## src/rtl/pred_wb_pkg.sv

```systemverilog
// Package: shared flag layout and condition code values for the
// predicated writeback unit. Assumes flags ordered {N,Z,C,V}.
package pred_wb_pkg;
    localparam int FLAG_N = 3;
    localparam int FLAG_Z = 2;
    localparam int FLAG_C = 1;
    localparam int FLAG_V = 0;

    typedef enum logic [3:0] {
        CC_EQ = 4'd0,  CC_NE = 4'd1,  CC_CS = 4'd2,  CC_CC = 4'd3,
        CC_MI = 4'd4,  CC_PL = 4'd5,  CC_VS = 4'd6,  CC_VC = 4'd7,
        CC_HI = 4'd8,  CC_LS = 4'd9,  CC_GE = 4'd10, CC_LT = 4'd11,
        CC_GT = 4'd12, CC_LE = 4'd13, CC_AL = 4'd14, CC_AX = 4'd15
    } cond_e;

    typedef struct packed {
        logic rf_we;
        logic fl_we;
        logic st_commit;
        logic st_drop;
        logic exc_valid;
    } effects_t;
endpackage

```

## src/rtl/pwb_cond_eval.sv

```systemverilog
// Module: pwb_cond_eval
// Combinational test of a 4-bit condition code against the forwarded
// flags. Assumes the flags are already the youngest older values.
module pwb_cond_eval
    import pred_wb_pkg::*;
(
    input  logic [3:0] cond,
    input  logic [3:0] flags,
    output logic       pass
);
    logic n, z, c, v;
    assign n = flags[FLAG_N];
    assign z = flags[FLAG_Z];
    assign c = flags[FLAG_C];
    assign v = flags[FLAG_V];

    // Decode the condition code into a pass/fail decision.
    always_comb begin
        unique case (cond_e'(cond))
            CC_EQ:   pass = z;
            CC_NE:   pass = !z;
            CC_CS:   pass = c;
            CC_CC:   pass = !c;
            CC_MI:   pass = n;
            CC_PL:   pass = !n;
            CC_VS:   pass = v;
            CC_VC:   pass = !v;
            CC_HI:   pass = c && !z;
            CC_LS:   pass = !c || z;
            CC_GE:   pass = (n == v);
            CC_LT:   pass = (n != v);
            CC_GT:   pass = !z && (n == v);
            CC_LE:   pass = z || (n != v);
            default: pass = 1'b1;
        endcase
    end
endmodule

```

## src/rtl/pwb_result_select.sv

```systemverilog
// Module: pwb_result_select
// Chooses between the new result and the destination's prior value.
// Assumes the prior value was read as an extra operand upstream.
module pwb_result_select #(
    parameter int DW = 32
) (
    input  logic          pass,
    input  logic [DW-1:0] new_val,
    input  logic [DW-1:0] old_val,
    output logic [DW-1:0] sel_val
);
    // Late select: prior value survives a failed condition.
    always_comb begin
        sel_val = pass ? new_val : old_val;
    end
endmodule

```

## src/rtl/pwb_effect_gate.sv

```systemverilog
// Module: pwb_effect_gate
// Builds the next-cycle enables. The register write is kept for
// a failed condition; flag, store and fault effects are masked.
module pwb_effect_gate
    import pred_wb_pkg::*;
(
    input  logic     valid,
    input  logic     pass,
    input  logic     wr_dest,
    input  logic     set_flags,
    input  logic     is_store,
    input  logic     load_fault,
    output effects_t eff
);
    // Gate each side effect by validity and condition outcome.
    always_comb begin
        eff.rf_we     = valid && wr_dest;
        eff.fl_we     = valid && set_flags && pass;
        eff.st_commit = valid && is_store && pass;
        eff.st_drop   = valid && is_store && !pass;
        eff.exc_valid = valid && load_fault && pass;
    end
endmodule

```

## src/rtl/pred_wb_select.sv

```systemverilog
// Module: pred_wb_select (top)
// Resolves predicated instructions at writeback, one per cycle, with
// all outputs registered one cycle after the instruction.
// Assumes cur_flags come from the youngest older flag setter.
module pred_wb_select
    import pred_wb_pkg::*;
#(
    parameter int DW = 32,
    parameter int AW = 5,
    parameter int TW = 4
) (
    input  logic          clk,
    input  logic          rst_n,
    input  logic          in_valid,
    input  logic [3:0]    in_cond,
    input  logic [DW-1:0] in_result,
    input  logic [DW-1:0] in_old_val,
    input  logic [AW-1:0] in_dest,
    input  logic          in_wr_dest,
    input  logic          in_set_flags,
    input  logic [3:0]    in_new_flags,
    input  logic [3:0]    cur_flags,
    input  logic          in_is_store,
    input  logic [TW-1:0] in_stq_tag,
    input  logic          in_load_fault,
    output logic          rf_we,
    output logic [AW-1:0] rf_addr,
    output logic [DW-1:0] rf_wdata,
    output logic          fl_we,
    output logic [3:0]    fl_wdata,
    output logic          st_commit,
    output logic          st_drop,
    output logic [TW-1:0] st_tag,
    output logic          exc_valid
);
    logic          pass;
    logic [DW-1:0] sel_val;
    effects_t      eff_d;
    effects_t      eff_q;

    pwb_cond_eval u_cond (
        .cond  (in_cond),
        .flags (cur_flags),
        .pass  (pass)
    );

    pwb_result_select #(.DW(DW)) u_sel (
        .pass    (pass),
        .new_val (in_result),
        .old_val (in_old_val),
        .sel_val (sel_val)
    );

    pwb_effect_gate u_gate (
        .valid      (in_valid),
        .pass       (pass),
        .wr_dest    (in_wr_dest),
        .set_flags  (in_set_flags),
        .is_store   (in_is_store),
        .load_fault (in_load_fault),
        .eff        (eff_d)
    );

    // Enable register: cleared by reset, reloaded every cycle.
    always_ff @(posedge clk) begin
        if (!rst_n) eff_q <= '0;
        else        eff_q <= eff_d;
    end

    // Payload register: loads on a valid instruction, holds otherwise.
    always_ff @(posedge clk) begin
        if (!rst_n) begin
            rf_addr  <= '0;
            rf_wdata <= '0;
            fl_wdata <= '0;
            st_tag   <= '0;
        end else if (in_valid) begin
            rf_addr  <= in_dest;
            rf_wdata <= sel_val;
            fl_wdata <= in_new_flags;
            st_tag   <= in_stq_tag;
        end
    end

    assign rf_we     = eff_q.rf_we;
    assign fl_we     = eff_q.fl_we;
    assign st_commit = eff_q.st_commit;
    assign st_drop   = eff_q.st_drop;
    assign exc_valid = eff_q.exc_valid;
endmodule

```

## config.mk

```make
export PLATFORM = sky130hd
export DESIGN_NAME = pred_wb_select
export DESIGN_NICKNAME = d
export VERILOG_FILES = /design/src/rtl/pred_wb_pkg.sv /design/src/rtl/pwb_cond_eval.sv /design/src/rtl/pwb_result_select.sv /design/src/rtl/pwb_effect_gate.sv /design/src/rtl/pred_wb_select.sv
export SDC_FILE = /design/constraint.sdc
export NUM_CORES = 1
export LEC_CHECK = 0
export CELL_PAD_IN_SITES_DETAIL_PLACEMENT = 0
export CELL_PAD_IN_SITES_GLOBAL_PLACEMENT = 1
export CORE_MARGIN = 2
export CORE_UTILIZATION = 27
export DETAILED_ROUTE_END_ITERATION = 16
export PLACE_DENSITY_LB_ADDON = 0.1
export SYNTH_ARGS = -nofsm -noshare
export SYNTH_HDL_FRONTEND = slang
export SYNTH_SLANG_ARGS = --single-unit
```

## constraint.sdc

```tcl
create_clock -name clk -period 4.3 [get_ports clk]
set_input_delay 1.29 -clock clk [delete_from_list [all_inputs] [get_ports clk]]
set_output_delay 1.29 -clock clk [all_outputs]
set_load 0.01 [all_outputs]
```

==> impl_metrics.ini, run 1 <==
[run_status]
status = finished clean

[setup_path]
worst-path-max-fanout = 20
cp-start-kind = input port
critical_path.cell_chain = clkdlybuf4s50_1 > mux2i_1 > xnor2_1 > a21oi_1 > and3_1 > buf_4 > nand3_1 > a31oi_1
timing.critical_path.slowest_stage_cell = clkdlybuf4s50_1
critPathKind = in2reg
crit_path_max_incr_delay_ns = 0.58
timing.critical_path.buf_inv = 2
required_ns = 4.54
worst_setup_path_end_kind = register
cpLargestDelayFamily = buffers and inverters
cp.arrival_ns = 3.62

[synth]
proportion_of_synthesized_chip_area_in_sequential_cells_pct = 44.0
synth_edf_count = 0
synth_seq_cells = 50
ys_dominant_reg_cell = dfxtp_1
synth.yosys.warnings = 0
syn-instance-count = 266
synth.distinct_cells = 29
syn_avg_cell_area_um2 = 8.56
synth_top_area_share_pct = 44.0
async_flop_share_pct = 0
synthesis.area_mm2 = 0.00228
synth_largest_area_cell = dfxtp_1
ys_top_cells_by_area = dfxtp_1 (44%), o21ai_0 (12%), a31oi_1 (8.8%)
syn-num-nets = 358

[timing]
timing.clock.skew_ns = 0
timing.final.hold_violations = 0
post-route-worst-setup-slack_ns = 0.913
finalCriticalPeriod_ns = 3.39
final.period_utilization_pct = 78.8
setup_tns_ns = 0
worst_slew_pin_slew_ns = 0.613
finalSetupViolCount = 0
grt_setup_unrepaired = no
timing.fmax_mhz = 295
max_slew_margin_pct = 59.1
maxSlewViolCount = 0

[drt]
vias = 2392
detailedRoute.firstPassIterationCount = 4
drt_iter0_drc = 63
antenna_violating_nets_post_route = 0
totalWireLength_um = 7330
vias_per_cell = 4.79
wl_per_cell_um = 14.7
detail_route.drc_violations = 0

[power_and_ir_drop]
sequentialPowerShare_pct = 44.0
switching_share_pct = 26.9
powerDensity_mw_per_mm2 = 305
combPwrFrac_pct = 27.2
p_leak_nw = 1.40
pwr-share-clk_pct = 28.8
power.total_w = 0.00117
internal-power_w = 0.000853
max-vdd-ir-drop_uv = 117
power.switching_w = 0.000314

[finish]
finish.instance_area_mm2 = 0.00383
antenna_cells = 0
leading_cell_type_in_the_layout_fill_and_taps_excluded = clkdlybuf4s50_1
fillerInstances = 832
final_net_count = 485
layout.cells.most_common_list = clkdlybuf4s50_1 (140), o21ai_0 (56), dfxtp_1 (50), nand3_1 (34), a31oi_1 (32)
multi_input_comb_area_mm2 = 0.00112
syn_to_final_growth_pct = 68.3
drive_gt1_share_pct = 4.57
seqCellArea_mm2 = 0.00100

[placed_design]
detailed_place_hpwl_um = 4960
gp_routability_congestion = 0.731
place_ws_ns = 0.560
post_dp_cell_area_mm2 = 0.00372
port-buffer-count = 141

[clocking]
clock_input_transition_at_the_sequential_cells_of_the_worst_setup_and_hold_paths_ns = 0.09
clk_path_buf_depth = 2
insertion_delay_ns = 0.30
cts-root-buf = clkbuf_8
cts-buffers-inserted = 5
cts_hold_fix_bufs = 0
cts-htree-levels = 2
cts.sinks = 50
postCtsSetupBuffers = 0
post_cts_resized = 0
cts_tree = built

[die]
floorplan.die_area_mm2 = 0.00918
placement_rows = 33
chipWidth_um = 95.8
initial_core_util_pct = 27.8
boundary_pins = 142
die_h_um = 95.8
core_area_mm2 = 0.00818

[global_route]
grtUsageTotal_pct = 15.6
first_global_vias = 2245
grt_max_degree = 50
grt_overflow_total = 0
grt_antenna_before_repair = 0
grt_first_pass_wirelength_um = 11100

[job]
cap_viol_max_count = 0

[hold_path]
holdCritPathClass = reg2reg
==> state kept, by name, summed over array words and instances, names as in the netlist <==
signal,cells
st_drop,1
st_tag,4
rf_we,1
exc_valid,1
rf_wdata,32
st_commit,1
fl_wdata,4
rf_addr,5
fl_we,1
==> metal layers <==
| metal | share of wire (%) | track usage, % |
|---|---|---|
| met1 | 45 | 20.0 |
| met5 | 0 | 0 |
| met3 | 8.4 | 4.46 |
| met2 | 45 | 25.1 |
| met4 | 1.4 | 5.36 |
==> cells by family after synthesis <==
logic type / synth area share, %
simple gates: 16.5
buf+inv: 6.98
mux: 6.16
compound gates: 24.8
xor+xnor: 1.54
flops: 44.0
==> final timing paths <==
path / from / cells past startpoint / slack, ns / end
hold reg to reg: st_tag[3]$_SDFFE_PN0P_ / 2 / 0.52 / st_tag[3]$_SDFFE_PN0P_
hold / removal: st_tag[3]$_SDFFE_PN0P_ / 2 / 0.52 / st_tag[3]$_SDFFE_PN0P_
setup reg to reg: rf_wdata[0]$_SDFFE_PN0P_ / 2 / 3.64 / rf_wdata[0]$_SDFFE_PN0P_
setup / recovery: in_cond[1] / 8 / 0.91 / rf_wdata[15]$_SDFFE_PN0P_
==> layout make-up <==
type / instances / area share, %
timing repair buffer: 149 / 38.3
multi-input combinational: 187 / 29.3
sequential: 50 / 26.1
tap: 105 / 3.43
clock buffer: 6 / 1.89
clock inverter: 2 / 0.980
==> power groups by stage <==
| stage | sequential [W] | combinational (W) | clock [W] |
|---|---|---|---|
| global route | 0.000518 | 0.000348 | 0.000368 |
| floorplan | 0.000540 | 0.000129 | 0 |
| detailed placement | 0.000524 | 0.000322 | 0 |
| finish | 0.000513 | 0.000318 | 0.000336 |
| global placement | 0.000523 | 0.000321 | 0 |
| CTS | 0.000514 | 0.000322 | 0.000354 |
==> cell usage after synthesis (all sizes together) (3+ instances only) <==
library cell and n:
a21oi 3, clkbuf 17, nor2b 15, buf 12
o21ai 65, nand2b 3, mux2i 14, dfxtp 50
xnor2 3, a31oi 32, nand3 34
==> per-stage QoR <==
stage          std cells  util, %  hold WS [ns]
6_report             499     46.8         0.521
5_1_grt              499     46.8         0.553
4_1_cts              499     46.8         0.529
2_1_floorplan        266        -         0.539
3_3_place_gp         491     45.5         0.494
3_5_place_dp         491     45.5         0.504
==> tightest hold or removal path: stages (launching register included) <==
cell and delay [ns]:
dfxtp_1 0.33, mux2i_1 0.06, nor2b_1 0.09
No activity file was read; power rests on OpenSTA's default activity.
==> run 2, diff against run 1 <==
--- a/config.mk
+++ b/config.mk
@@ -8,7 +8,7 @@
 export CELL_PAD_IN_SITES_DETAIL_PLACEMENT = 0
 export CELL_PAD_IN_SITES_GLOBAL_PLACEMENT = 1
 export CORE_MARGIN = 2
-export CORE_UTILIZATION = 27
+export CORE_UTILIZATION = 23
 export DETAILED_ROUTE_END_ITERATION = 16
 export PLACE_DENSITY_LB_ADDON = 0.1
 export SYNTH_ARGS = -nofsm -noshare
==> constraint.sdc (replaced) <==
create_clock -name clk -period 2.9 [get_ports clk]
set_input_delay 0.87 -clock clk [delete_from_list [all_inputs] [get_ports clk]]
set_output_delay 0.87 -clock clk [all_outputs]
set_load 0.01 [all_outputs]
==> run 2 against run 1 <==
Effect of this change: clock-buffer cell count is the same; core utilization shrank 6.3 points; non-clock buffer count grew 8; critical path type unchanged; largest power group unchanged.
==> impl_metrics.ini, run 2 (synthesis results as in run 1) <==
[run_status]
status = finished clean

[finish]
layout.cells.most_common_list = clkdlybuf4s50_1 (140), o21ai_0 (56), dfxtp_1 (50), nand3_1 (34), a31oi_1 (32)
drive_gt1_share_pct = 6.47
fillerInstances = 990
largest_reg_flops = 32
final_net_count = 493
syn_to_final_growth_pct = 72.5
antenna_cells = 0
finish.instance_area_mm2 = 0.00393
top_register = rf_wdata
reg_top3 = rf_wdata x32, rf_addr x5
leading_cell_type_in_the_layout_fill_and_taps_excluded = clkdlybuf4s50_1

[drt]
dr_wl_met3_um = 550
detail_route.drc_violations = 0
m1WireLength_um = 3610
detailedRoute.firstPassIterationCount = 4
drt_iter0_drc = 86
totalWireLength_um = 7840
vias = 2466
wl_per_cell_um = 14.7
vias_per_cell = 4.61
antenna_violating_nets_post_route = 0
maxUsedRoutingLayer = met4
dr_wl_met2_um = 3580

[die]
chipWidth_um = 103
core_area_mm2 = 0.00968
initial_core_util_pct = 23.5
floorplan.die_area_mm2 = 0.0107
die_h_um = 103
placement_rows = 36
boundary_pins = 142

[global_route]
grt_antenna_before_repair = 0
first_global_vias = 2326
grt_overflow_total = 0
grtUsageTotal_pct = 13.9
grt_max_degree = 50
grt_first_pass_wirelength_um = 11600

[power_and_ir_drop]
p_leak_nw = 1.44
pwr-share-clk_pct = 24.9
combPwrFrac_pct = 29.6
max-vdd-ir-drop_uv = 226
sequentialPowerShare_pct = 45.5
power.total_w = 0.00168
powerDensity_mw_per_mm2 = 427
switching_share_pct = 28.6
internal-power_w = 0.00120
power.switching_w = 0.000480

[clocking]
clock_input_transition_at_the_sequential_cells_of_the_worst_setup_and_hold_paths_ns = 0.09
cts.sinks = 50
cts-htree-levels = 2
insertion_delay_ns = 0.29
cts_hold_fix_bufs = 0
cts_tree = built
cts-buffers-inserted = 5
post_cts_resized = 0
clk_path_buf_depth = 2
cts-root-buf = clkbuf_8
postCtsSetupBuffers = 0

[setup_path]
critical_path.endpoint = rf_wdata[8]$_SDFFE_PN0P_
required_ns = 3.12
rrSetupSlack_ns = 2.23
cp.arrival_ns = 2.72
cp-start-kind = input port
critPathKind = in2reg
timing.critical_path.slowest_stage_cell = or4b_1
critical_path_depth = 8
rr_endpoint = rf_wdata[23]$_SDFFE_PN0P_
worst_setup_path_end_kind = register
crit_path_max_incr_delay_ns = 0.49
timing.critical_path.from = cur_flags[3]
cpLargestDelayFamily = buffers and inverters
timing.critical_path.buf_inv = 2
critical_path.cell_chain = clkdlybuf4s50_1 > or4b_1 > o22ai_1 > o21ai_1 > nand3_1 > buf_4 > o21ai_0 > a31oi_1
worst-path-max-fanout = 11
rr_startpoint = rf_wdata[23]$_SDFFE_PN0P_
r2r.worst_path.cells = 2

[timing]
timing.clock.skew_ns = 0
setup_tns_ns = 0
timing.fmax_mhz = 400
max_slew_margin_pct = 62.7
grt_setup_unrepaired = no
finalCriticalPeriod_ns = 2.50
worst_slew_pin_slew_ns = 0.559
final.period_utilization_pct = 86.2
finalSetupViolCount = 0
maxSlewViolCount = 0
timing.final.hold_violations = 0

[placed_design]
detailed_place_hpwl_um = 5560
post_dp_cell_area_mm2 = 0.00384
gp_routability_congestion = 0.734
port-buffer-count = 141

[hold_path]
holdCritPathClass = reg2reg

[job]
cap_viol_max_count = 0
run 2: cell types whose count changed in the layout (fill, tap and decap cells not counted):
| cell | before | now |
|---|---|---|
| buf_12 | 0 | 2 |
| buf_4 | 8 | 14 |
| bufinv_16 | 1 | 0 |
| clkinv_2 | 0 | 1 |
| clkinv_4 | 0 | 1 |
| clkinvlp_4 | 1 | 0 |
run 2: worst reg2reg max path, stage by stage, from the launching register on:
cell     delay, ns
dfxtp_1       0.33
o21ai_0       0.14
a31oi_1       0.06
run 2: per-layer routing:
metal	global-route usage, %	up-vias
li1	-	1242
met1	18.4	1130
met2	22.9	86
met3	3.29	8
met4	3.44	0
met5	0	-
run 2: how the worst min path moves through the flow:
| stage | cells after the start | to | startpoint | slack, ns |
|---|---|---|---|---|
| global route | 2 | rf_addr[3]$_SDFFE_PN0P_ | rf_addr[3]$_SDFFE_PN0P_ | 0.55 |
| global placement | 2 | st_tag[3]$_SDFFE_PN0P_ | st_tag[3]$_SDFFE_PN0P_ | 0.49 |
| detailed placement | 2 | fl_wdata[2]$_SDFFE_PN0P_ | fl_wdata[2]$_SDFFE_PN0P_ | 0.50 |
| floorplan | 2 | fl_wdata[0]$_SDFFE_PN0P_ | fl_wdata[0]$_SDFFE_PN0P_ | 0.54 |
| CTS | 2 | rf_addr[3]$_SDFFE_PN0P_ | rf_addr[3]$_SDFFE_PN0P_ | 0.53 |
| finish | 2 | st_tag[0]$_SDFFE_PN0P_ | st_tag[0]$_SDFFE_PN0P_ | 0.53 |
run 2: area by class of cell:
| type | count | area (um2) | share of cell area [%] |
|---|---|---|---|
| Timing Repair Buffer | 157 | 1550 | 39.5 |
| Multi-Input combinational cell | 187 | 1120 | 28.6 |
| Sequential cell | 50 | 1000 | 25.5 |
| Tap cell | 133 | 166 | 4.24 |
| Clock buffer | 6 | 72.6 | 1.85 |
| Clock inverter | 2 | 13.8 | 0.351 |
run 2: stage by stage:
step / hold slack (ns) / std cells / setup slack [ns] / utilization [%]
after floorplan: 0.539 / 266 / 0.537 / -
after global placement: 0.495 / 527 / 0.0931 / 39.7
after detailed placement: 0.505 / 527 / 0.0899 / 39.7
after CTS: 0.531 / 535 / 0.398 / 40.5
after global routing: 0.547 / 535 / 0.241 / 40.5
final: 0.525 / 535 / 0.401 / 40.5
run 2: power groups by stage:
stage               Clock (W)  Combinational [W]  Sequential, W
floorplan                   0           0.000192       0.000801
global placement            0           0.000499       0.000777
detailed placement          0           0.000502       0.000778
CTS                  0.000436           0.000504       0.000763
global route         0.000464           0.000544       0.000769
finish               0.000417           0.000497       0.000762
==> run 3, diff against run 2 <==
--- a/config.mk
+++ b/config.mk
@@ -7,9 +7,11 @@
 export LEC_CHECK = 0
 export CELL_PAD_IN_SITES_DETAIL_PLACEMENT = 0
 export CELL_PAD_IN_SITES_GLOBAL_PLACEMENT = 1
-export CORE_MARGIN = 2
+export CORE_MARGIN = 5
 export CORE_UTILIZATION = 23
+export CTS_BUF_LIST = sky130_fd_sc_hd__clkbuf_16
 export DETAILED_ROUTE_END_ITERATION = 16
+export GPL_ROUTABILITY_DRIVEN = 0
 export PLACE_DENSITY_LB_ADDON = 0.1
 export SYNTH_ARGS = -nofsm -noshare
 export SYNTH_HDL_FRONTEND = slang
==> run 3 against run 2 <==
Effect of this change: sequential power is essentially flat; first-iteration DRC count increased by 20%; clock-buffer cell count is 1 lower; via count is 2.5% lower; total power is 13% higher; sequential share of layout area fell by 0.46 points; non-clock buffer count unchanged; core utilization rose by 0.56 points; clock skew unchanged; wire length grew 2.2%.
==> impl_metrics.ini, run 3 (synthesis results as in run 1) <==
[setup_path]
r2r.worst_path.cells = 2
cp.arrival_ns = 2.69
cp-start-kind = input port
worst-path-max-fanout = 19
worst_setup_path_end_kind = register
required_ns = 3.06
critPathKind = in2reg

[global_route]
grt_antenna_before_repair = 0
grtUsageTotal_pct = 13.0
grt_max_degree = 82
grt_first_pass_wirelength_um = 12200
first_global_vias = 2426
grt_overflow_total = 0

[timing]
finalCriticalPeriod_ns = 2.54
finalSetupViolCount = 0
maxSlewViolCount = 0
timing.fmax_mhz = 394
timing.clock.skew_ns = 0
timing.final.hold_violations = 0
max_slew_margin_pct = 71.8
final.period_utilization_pct = 87.5
grt_setup_unrepaired = no
worst_slew_pin_slew_ns = 0.423
setup_tns_ns = 0

[clocking]
postCtsSetupBuffers = 0
cts_hold_fix_bufs = 0
cts.sinks = 50
clock_input_transition_at_the_sequential_cells_of_the_worst_setup_and_hold_paths_ns = 0.07
insertion_delay_ns = 0.28
cts_tree = built
cts-buffers-inserted = 5
cts-root-buf = clkbuf_16
post_cts_resized = 0
cts-htree-levels = 2
clk_path_buf_depth = 2

[placed_design]
detailed_place_hpwl_um = 5730
port-buffer-count = 141

[power_and_ir_drop]
internal-power_w = 0.00143
sequentialPowerShare_pct = 40.1
power.switching_w = 0.000476
power.total_w = 0.00190
pwr-share-clk_pct = 33.9
powerDensity_mw_per_mm2 = 475
switching_share_pct = 25.0
max-vdd-ir-drop_uv = 258
p_leak_nw = 1.47
combPwrFrac_pct = 26.1

[die]
die_h_um = 109
placement_rows = 36
floorplan.die_area_mm2 = 0.0120
core_area_mm2 = 0.00973
chipWidth_um = 109
boundary_pins = 142
initial_core_util_pct = 23.4

[finish]
reg_top3 = rf_wdata x32, rf_addr x5
fin_util_pct = 41.1
drive_gt1_share_pct = 6.23
largest_reg_flops = 32
leading_cell_type_in_the_layout_fill_and_taps_excluded = clkdlybuf4s50_1
final_net_count = 493
antenna_cells = 0
layout.cells.most_common_list = clkdlybuf4s50_1 (140), o21ai_0 (56), dfxtp_1 (50), nand3_1 (34), a31oi_1 (32)
syn_to_final_growth_pct = 75.7
top_register = rf_wdata

[drt]
antenna_violating_nets_post_route = 0
detailedRoute.firstPassIterationCount = 6
vias_per_cell = 4.50
vias = 2405
drt_iter0_drc = 103
totalWireLength_um = 8010
detail_route.drc_violations = 0
wl_per_cell_um = 15.0

[hold_path]
worstHoldPathCells = 2
holdCritPathClass = reg2reg

[job]
cap_viol_max_count = 0

[run_status]
status = finished clean
run 3: per-layer routing:
layer | vias up | wire (um) | global-route usage (%) | part of all wire (%)
met2 | 96 | 3810 | 21.5 | 48
met3 | 2 | 633 | 3.41 | 7.9
met4 | 0 | 54 | 3.21 | 0.67
met5 | - | 0 | 0 | 0
met1 | 1065 | 3520 | 16.9 | 44
li1 | 1242 | - | - | -
run 3: cell type report:
type / instances / area [um2]
Sequential cell: 50 / 1000
Clock buffer: 5 / 125
Clock inverter: 2 / 33.8
Timing Repair Buffer: 157 / 1550
Multi-Input combinational cell: 187 / 1120
Fill cell: 1009 / 5730
Tap cell: 133 / 166
run 3: metrics by stage:
stage	instances	setup WS [ns]	hold slack [ns]	instance area, um2
4_1_cts	534	0.355	0.520	4000
5_1_grt	534	0.166	0.538	4000
2_1_floorplan	266	0.537	0.539	2280
3_5_place_dp	527	0.0528	0.501	3840
3_3_place_gp	527	0.0839	0.495	3840
6_report	534	0.364	0.513	4000
run 3: final timing paths:
check	start	slack, ns	end
worst max register to register	rf_wdata[31]$_SDFFE_PN0P_	2.24	rf_wdata[31]$_SDFFE_PN0P_
worst min register to register	rf_addr[4]$_SDFFE_PN0P_	0.51	rf_addr[4]$_SDFFE_PN0P_
worst min-delay path	rf_addr[4]$_SDFFE_PN0P_	0.51	rf_addr[4]$_SDFFE_PN0P_
worst max-delay path	in_cond[3]	0.36	rf_wdata[14]$_SDFFE_PN0P_
run 3: worst max-delay path, stage by stage:
cell and delay [ns]:
clkdlybuf4s50_1 0.54, or4b_1 0.45, o22ai_1 0.14, o21ai_1 0.09, and3_1 0.18, buf_4 0.22, nand3_1 0.12, a31oi_1 0.08
run 3: power groups by stage:
| stage | Sequential [W] | Clock (W) | Combinational, W |
|---|---|---|---|
| detailed placement | 0.000777 | 0 | 0.000503 |
| CTS | 0.000762 | 0.000665 | 0.000504 |
| global placement | 0.000776 | 0 | 0.000503 |
| global route | 0.000769 | 0.000696 | 0.000540 |
| floorplan | 0.000801 | 0 | 0.000192 |
| finish | 0.000762 | 0.000644 | 0.000496 |
